`src/rtl/wdr_pkg.sv`:
```
package wdr_pkg;

    // Action chosen for an expiry, from the two enable inputs.
    typedef enum logic [1:0] {
        ACT_NONE     = 2'd0,
        ACT_INTERNAL = 2'd1,
        ACT_PULSED   = 2'd2
    } wdr_act_e;

    function automatic wdr_act_e wdr_pick_action(input logic int_en, input logic ext_en);
        if (ext_en)      return ACT_PULSED;
        else if (int_en) return ACT_INTERNAL;
        else             return ACT_NONE;
    endfunction

endpackage

```
`src/rtl/wdr_counter.sv`:
```
module wdr_counter #(
    parameter int CNT_W = 32
) (
    input  logic             clk,
    input  logic             rst_n,
    input  logic             advance,
    input  logic             clear,
    input  logic [CNT_W-1:0] match_val,
    output logic [CNT_W-1:0] count,
    output logic             hit
);

    localparam logic [CNT_W-1:0] ONE = CNT_W'(1);

    typedef struct packed {
        logic [CNT_W-1:0] count;
    } cnt_state_t;

    cnt_state_t st_d, st_q;

    always_comb begin
        st_d = st_q;
        if (clear) begin
            st_d.count = '0;
        end else if (advance) begin
            st_d.count = st_q.count + ONE;
        end
    end

    always_ff @(posedge clk or negedge rst_n) begin
        if (!rst_n) st_q <= '0;
        else        st_q <= st_d;
    end

    assign count = st_q.count;
    assign hit   = (st_q.count == match_val);

    AST_CLEAR_ZEROES: assert property (@(posedge clk) disable iff (!rst_n)
        clear |=> (count == '0));
    AST_HOLD_WHEN_IDLE: assert property (@(posedge clk) disable iff (!rst_n)
        (!clear && !advance) |=> $stable(count));

endmodule

```
`src/rtl/wdr_pulse.sv`:
```
module wdr_pulse #(
    parameter int LEN_W = 16
) (
    input  logic             clk,
    input  logic             rst_n,
    input  logic             start,
    input  logic [LEN_W-1:0] len,
    output logic             busy
);

    localparam logic [LEN_W-1:0] ONE = LEN_W'(1);

    typedef struct packed {
        logic [LEN_W-1:0] remain;
    } pls_state_t;

    pls_state_t st_d, st_q;
    logic [LEN_W-1:0] eff_len;

    always_comb begin
        eff_len = (len == '0) ? ONE : len;
        st_d    = st_q;
        if (start) begin
            st_d.remain = eff_len;
        end else if (st_q.remain != '0) begin
            st_d.remain = st_q.remain - ONE;
        end
    end

    always_ff @(posedge clk or negedge rst_n) begin
        if (!rst_n) st_q <= '0;
        else        st_q <= st_d;
    end

    assign busy = (st_q.remain != '0);

    AST_PULSE_STARTS: assert property (@(posedge clk) disable iff (!rst_n)
        start |=> busy);
    AST_PULSE_ENDS: assert property (@(posedge clk) disable iff (!rst_n)
        (busy && st_q.remain == ONE && !start) |=> !busy);

endmodule

```
`src/rtl/wdr_top.sv`:
```
module wdr_top
    import wdr_pkg::*;
#(
    parameter int CNT_W = 32,
    parameter int LEN_W = 16
) (
    input  logic             clk,
    input  logic             rst_n,
    input  logic             count_en,
    input  logic             dbg_halt,
    input  logic             wd_mode,
    input  logic             int_rst_en,
    input  logic             ext_rst_en,
    input  logic [CNT_W-1:0] match_val,
    input  logic [LEN_W-1:0] pulse_len,
    input  logic             reload,
    input  logic             flag_clr,
    output logic [CNT_W-1:0] count,
    output logic             match_n,
    output logic             chip_rst,
    output logic             ext_rst_n,
    output logic             rst_flag,
    output logic             timer_hit
);

    typedef struct packed {
        logic int_pls;
        logic flag;
        logic thit;
    } top_state_t;

    top_state_t st_d, st_q;

    logic     hit, advance, expire, busy, cnt_clear, pls_start;
    wdr_act_e action;

    always_comb begin
        advance   = count_en && !dbg_halt;
        expire    = wd_mode && advance && hit && !reload;
        action    = wdr_pick_action(int_rst_en, ext_rst_en);
        pls_start = expire && (action == ACT_PULSED);
        cnt_clear = reload || expire || busy;

        st_d         = st_q;
        st_d.int_pls = expire && (action == ACT_INTERNAL);
        st_d.thit    = !wd_mode && advance && hit;
        if (expire && (action != ACT_NONE)) begin
            st_d.flag = 1'b1;
        end else if (flag_clr) begin
            st_d.flag = 1'b0;
        end
    end

    always_ff @(posedge clk or negedge rst_n) begin
        if (!rst_n) st_q <= '0;
        else        st_q <= st_d;
    end

    wdr_counter #(.CNT_W(CNT_W)) i_counter (
        .clk       (clk),
        .rst_n     (rst_n),
        .advance   (advance),
        .clear     (cnt_clear),
        .match_val (match_val),
        .count     (count),
        .hit       (hit)
    );

    wdr_pulse #(.LEN_W(LEN_W)) i_pulse (
        .clk   (clk),
        .rst_n (rst_n),
        .start (pls_start),
        .len   (pulse_len),
        .busy  (busy)
    );

    assign match_n   = !(wd_mode && hit);
    assign chip_rst  = st_q.int_pls || busy;
    assign ext_rst_n = !busy;
    assign rst_flag  = st_q.flag;
    assign timer_hit = st_q.thit;

    AST_MATCH_ONLY_WD: assert property (@(posedge clk) disable iff (!rst_n)
        !match_n |-> wd_mode);
    AST_EXPIRY_RESETS: assert property (@(posedge clk) disable iff (!rst_n)
        (expire && (int_rst_en || ext_rst_en)) |=> chip_rst);
    AST_EXT_WITH_CHIP: assert property (@(posedge clk) disable iff (!rst_n)
        !ext_rst_n |-> chip_rst);
    AST_FLAG_ON_RESET: assert property (@(posedge clk) disable iff (!rst_n)
        $rose(chip_rst) |-> rst_flag);
    AST_PULSE_HOLDS_CNT: assert property (@(posedge clk) disable iff (!rst_n)
        busy |=> (count == '0));
    AST_HIT_TIMER_ONLY: assert property (@(posedge clk) disable iff (!rst_n)
        timer_hit |-> $past(!wd_mode));

endmodule

```
`config.mk`:
```
export PLATFORM = sky130hd
export DESIGN_NAME = wdr_top
export DESIGN_NICKNAME = d
export VERILOG_FILES = /design/src/rtl/wdr_pkg.sv /design/src/rtl/wdr_counter.sv /design/src/rtl/wdr_pulse.sv /design/src/rtl/wdr_top.sv
export SDC_FILE = /design/constraint.sdc
export NUM_CORES = 1
export LEC_CHECK = 0
export BUFFER_PORTS_ARGS = -buffer_cell sky130_fd_sc_hd__buf_4
export CAP_MARGIN = 20
export CORE_MARGIN = 2
export CORE_UTILIZATION = 25
export DETAILED_ROUTE_END_ITERATION = 6
export GPL_ROUTABILITY_DRIVEN = 1
export HOLD_SLACK_MARGIN = 0.06
export PLACE_DENSITY = 0.55
export SYNTH_ARGS = -nofsm -noshare
export SYNTH_HDL_FRONTEND = slang
export SYNTH_HIERARCHICAL = 1
export SYNTH_SLANG_ARGS = --single-unit
```
`constraint.sdc`:
```
create_clock -name clk -period 5.7 [get_ports clk]
set_clock_uncertainty 0.05 [all_clocks]
set_input_delay 0.285 -clock clk [delete_from_list [all_inputs] [get_ports clk]]
set_output_delay 0.285 -clock clk [all_outputs]
set_load 0.02 [all_outputs]
```
==> metrics.csv <==
stage,metric,value,unit
status,status,completed,
drt,Antenna Nets Post-Route,0,
logic_synthesis,Syn Area/Cell,9.466,um2
die,num ports,94,
logic_synthesis,complex-gate fraction of the synthesized area,9.922,%
drt,Initial DRC Count,118,
logic_synthesis,post-synthesis instance total,357,
logic_synthesis,top cell type's share of synthesized area,37.76,%
logic_synthesis,Simple-Gate Fraction of Synth Area,29.58,%
pwr,Lkg Pwr,1.889,nW
setup_path,WP data arrival,4370,ps
pwr,Comb power frac,7.4,%
layout,"commonest non-fill, non-tap cell in the layout",buf_4,
worst_hold_path,worst min-delay path class,primary input to flip-flop,
logic_synthesis,yosys warns,6,
logic_synthesis,largest area contributor in the netlist,dfrtp_1,
global_routing,vias in the first global route,2823,
layout,ant diodes,0,
timing,maximum clock frequency,235.3,MHz
global_routing,initial antenna violation count,0,
logic_synthesis,main combinational cell family by area after synthesis,simple AND/OR/NAND/NOR gates,
worst_hold_path,Hold Startpoint,reload,
worst_hold_path,hold path depth,2,
clock_tree,Num CTS Buffers,5,
timing,Final Cycle Share,74.55,%
timing,Final Max Tran Viols,0,
setup_path,crit end category,flip-flop,
layout,nets@finish,501,
layout,FF/Latch Area,0.001276,mm2
setup_path,R2R cell count,11,
layout,share of layout cells above drive strength 1,31.60,%
pwr,Sw Pwr,0.1651,mW
logic_synthesis,ys async rst share,100.0,%
layout,area grow syn2layout,29.66,%
setup_path,reg2reg end,i_counter/count[29]$_DFFE_PN0P_,
timing,Final setup viols,0,
die,Die Width,120.3,um
clock_tree,"Setup Fix Bufs, Post-CTS",0,
pwr,Power Total,0.7669,mW
timing,Hold Fails Final Rpt,0,
logic_synthesis,xor and xnor fraction of the mapped netlist area,12.96,%
clock_tree,CTS root buf,clkbuf_16,
global_routing,largest net degree at the start of global routing,52,
logic_synthesis,mux share of post-synthesis cell area,4.258,%
layout,FILL cells,1394,
die,Row Count,42,
global_routing,All-Layer GR Usage,13.60,%
logic_synthesis,adder-cell share of the synthesized area,0.7405,%
die,Die Y,120.3,um
drt,drt first pass iters,5,
layout,multi-input logic area,0.001942,mm2
drt,wire per inst,15.82,um
setup_path,"reg-to-reg slack, setup",1450,ps
clock_tree,post-CTS sizing,0,
drt,Vias,2982,
pwr,sequential power share,47.1,%
place,Final GP Congestion,0.7938,
place,IO Port Bufs,93,
clock_tree,htree depth,2,
layout,most frequent cells in the layout,"buf_4 (97), dfrtp_1 (51), xor2_1 (41), nor2_1 (31), nand2_1 (28)",
timing,Final min period,4250,ps
clock_tree,hold buffers post-CTS,1,
clock_tree,CTS tree,done,
clock_tree,clk sinks,51,
global_routing,first-pass GRT wire length,15530,um
drt,vias per std cell,4.817,
pwr,power per cell area,175.0,mW/mm2
logic_synthesis,"Top FF cell, synth",dfrtp_1,
place,HPWL after DPL,7390,um
pwr,Switching Share,21.53,%
timing,setup_tns,0,ps
drt,final WL,9792,um
logic_synthesis,largest cells by area after synthesis,"dfrtp_1 (38%), xor2_1 (11%), nor4_1 (4.3%)",
worst_hold_path,Hold Path Sink,st_q[2]$_DFF_PN0_,
setup_path,Crit Path Max Fanout,22,
setup_path,Crit Reg-Reg Startpoint,i_counter/count[17]$_DFFE_PN0P_,
setup_path,Worst EP required,5830,ps
drt,DRC Markers,0,
global_routing,grt ovf,0,
logic_synthesis,"flops & latches, synth",51,
clock_tree,"Clk Latency, worst-skew pair",290,ps
pwr,maximum VDD drop,0.0001514,V
setup_path,CP Launch Type,flip-flop,
run,Max-Cap Viols,0,
clock_tree,CTS max path bufs,2,
timing,unrepaired setup endpoints after global routing,no,
pwr,Clk pwr share,45.4,%
timing,Worst-Margin Slew,788.8,ps
die,full die area,0.01446,mm2
setup_path,worst setup path class,flip-flop to flip-flop,
pwr,internal power,0.6019,mW
die,starting density of the core,25.52,%
die,Core Region,0.01324,mm2
logic_synthesis,syn nets,416,
logic_synthesis,"EDFF count, synth",0,
logic_synthesis,Post-Syn Area,0.003379,mm2
logic_synthesis,Synth cell types,62,
timing,normalized max-slew margin,47.29,%
clock_tree,"CTS clk-pin slew, worst paths",70,ps
logic_synthesis,register area share after synthesis,37.76,%
flip-flops by register name (all words and copies together), names as in the netlist:
register / count
i_counter/count: 32
rst_flag: 1
st_q: 1
timer_hit: 1
i_pulse/st_q: 16
synth_stat cells, types with 2 or more instances:
cell / count
mux2i_1: 2
clkbuf_2: 3
o31ai_1: 7
clkbuf_8: 3
nor4b_2: 2
o2111ai_1: 2
o41ai_1: 3
o21ai_1: 5
xor2_1: 41
and4_1: 3
mux2_1: 2
mux2_2: 9
o21ai_0: 8
nor2b_1: 13
nor4_1: 23
nor3b_1: 2
xnor2_1: 9
nor4_4: 2
dfrtp_1: 51
buf_2: 3
ha_1: 2
nor3_1: 7
a21oi_1: 13
clkbuf_1: 8
or2_2: 3
nand3_1: 13
inv_1: 7
nand2_1: 28
or4b_2: 2
or4_1: 5
nor2_1: 31
buf_6: 2
or3_1: 4
nor4_2: 2
nand4_1: 10
kinds of logic (layout without fill, tap and decap cells):
group,Yosys count,in the layout
AOI/OAI and AO/OA,49,49
xor gates and xnor gates,50,50
adders and majority gates,2,2
buffers and inverters,29,115
DFF,51,51
muxes,13,13
and+or+nand+nor,163,163
worst max path at each step:
stage,depth (start not counted),from,to,slack (ps)
2_1_floorplan,13,i_counter/count[3]$_DFFE_PN0P_,i_counter/count[28]$_DFFE_PN0P_,2460
3_3_place_gp,11,i_counter/count[17]$_DFFE_PN0P_,i_counter/count[25]$_DFFE_PN0P_,1570
3_5_place_dp,11,i_counter/count[2]$_DFFE_PN0P_,i_counter/count[31]$_DFFE_PN0P_,1460
4_1_cts,10,i_counter/count[2]$_DFFE_PN0P_,i_counter/count[28]$_DFFE_PN0P_,1430
5_1_grt,11,i_counter/count[2]$_DFFE_PN0P_,i_counter/count[25]$_DFFE_PN0P_,1050
6_report,11,i_counter/count[17]$_DFFE_PN0P_,i_counter/count[29]$_DFFE_PN0P_,1450
final cells by class:
| type | count | share of cell area [%] |
|---|---|---|
| Clock buffer | 5 | 2.856 |
| Multi-Input combinational cell | 277 | 44.32 |
| Sequential cell | 51 | 29.13 |
| Clock inverter | 3 | 1.057 |
| Inverter | 9 | 0.7710 |
| Tap cell | 176 | 5.026 |
| Timing Repair Buffer | 98 | 16.85 |
layer usage:
layer  routed length, um  global-route usage [%]  part of all wire (%)
met2                4451                   21.38                    45
met3                 720                   2.972                   7.4
met4                  33                   1.962                  0.34
met1                4586                   19.58                    47
met5                   0                       0                     0
per-stage QoR:
stage                     instance area (um2)  instances  setup WS [ps]  utilization, %  hold WS (ps)
after floorplan                          3379        357           2455               -        -60.59
after global routing                     4382        619           1048           33.09         142.2
after CTS                                4382        619           1434           33.09         136.2
after global placement                   4200        610           1570           31.72         327.6
after detailed placement                 4200        610           1461           31.72         328.3
final                                    4382        619           1451           33.09         149.6
power groups by stage:
stage	sequential [mW]	clock, mW	combinational [mW]
after floorplan	0.369	0	0.0116
after global placement	0.369	0	0.0576
after detailed placement	0.369	0	0.0577
after CTS	0.361	0.358	0.0586
after global routing	0.361	0.376	0.0630
final	0.361	0.348	0.0571
critical path: stages (launching register included):
cell and delay (ps):
dfrtp_1 470, xor2_1 210, nor4_1 460, nand4_1 230, nor2_1 340, nand4b_4 170, nand2_1 610, o2111ai_1 220
buf_4 210, or3_1 450, nor4_1 320, mux2_2 380
No activity file was read; power rests on OpenSTA's default activity.
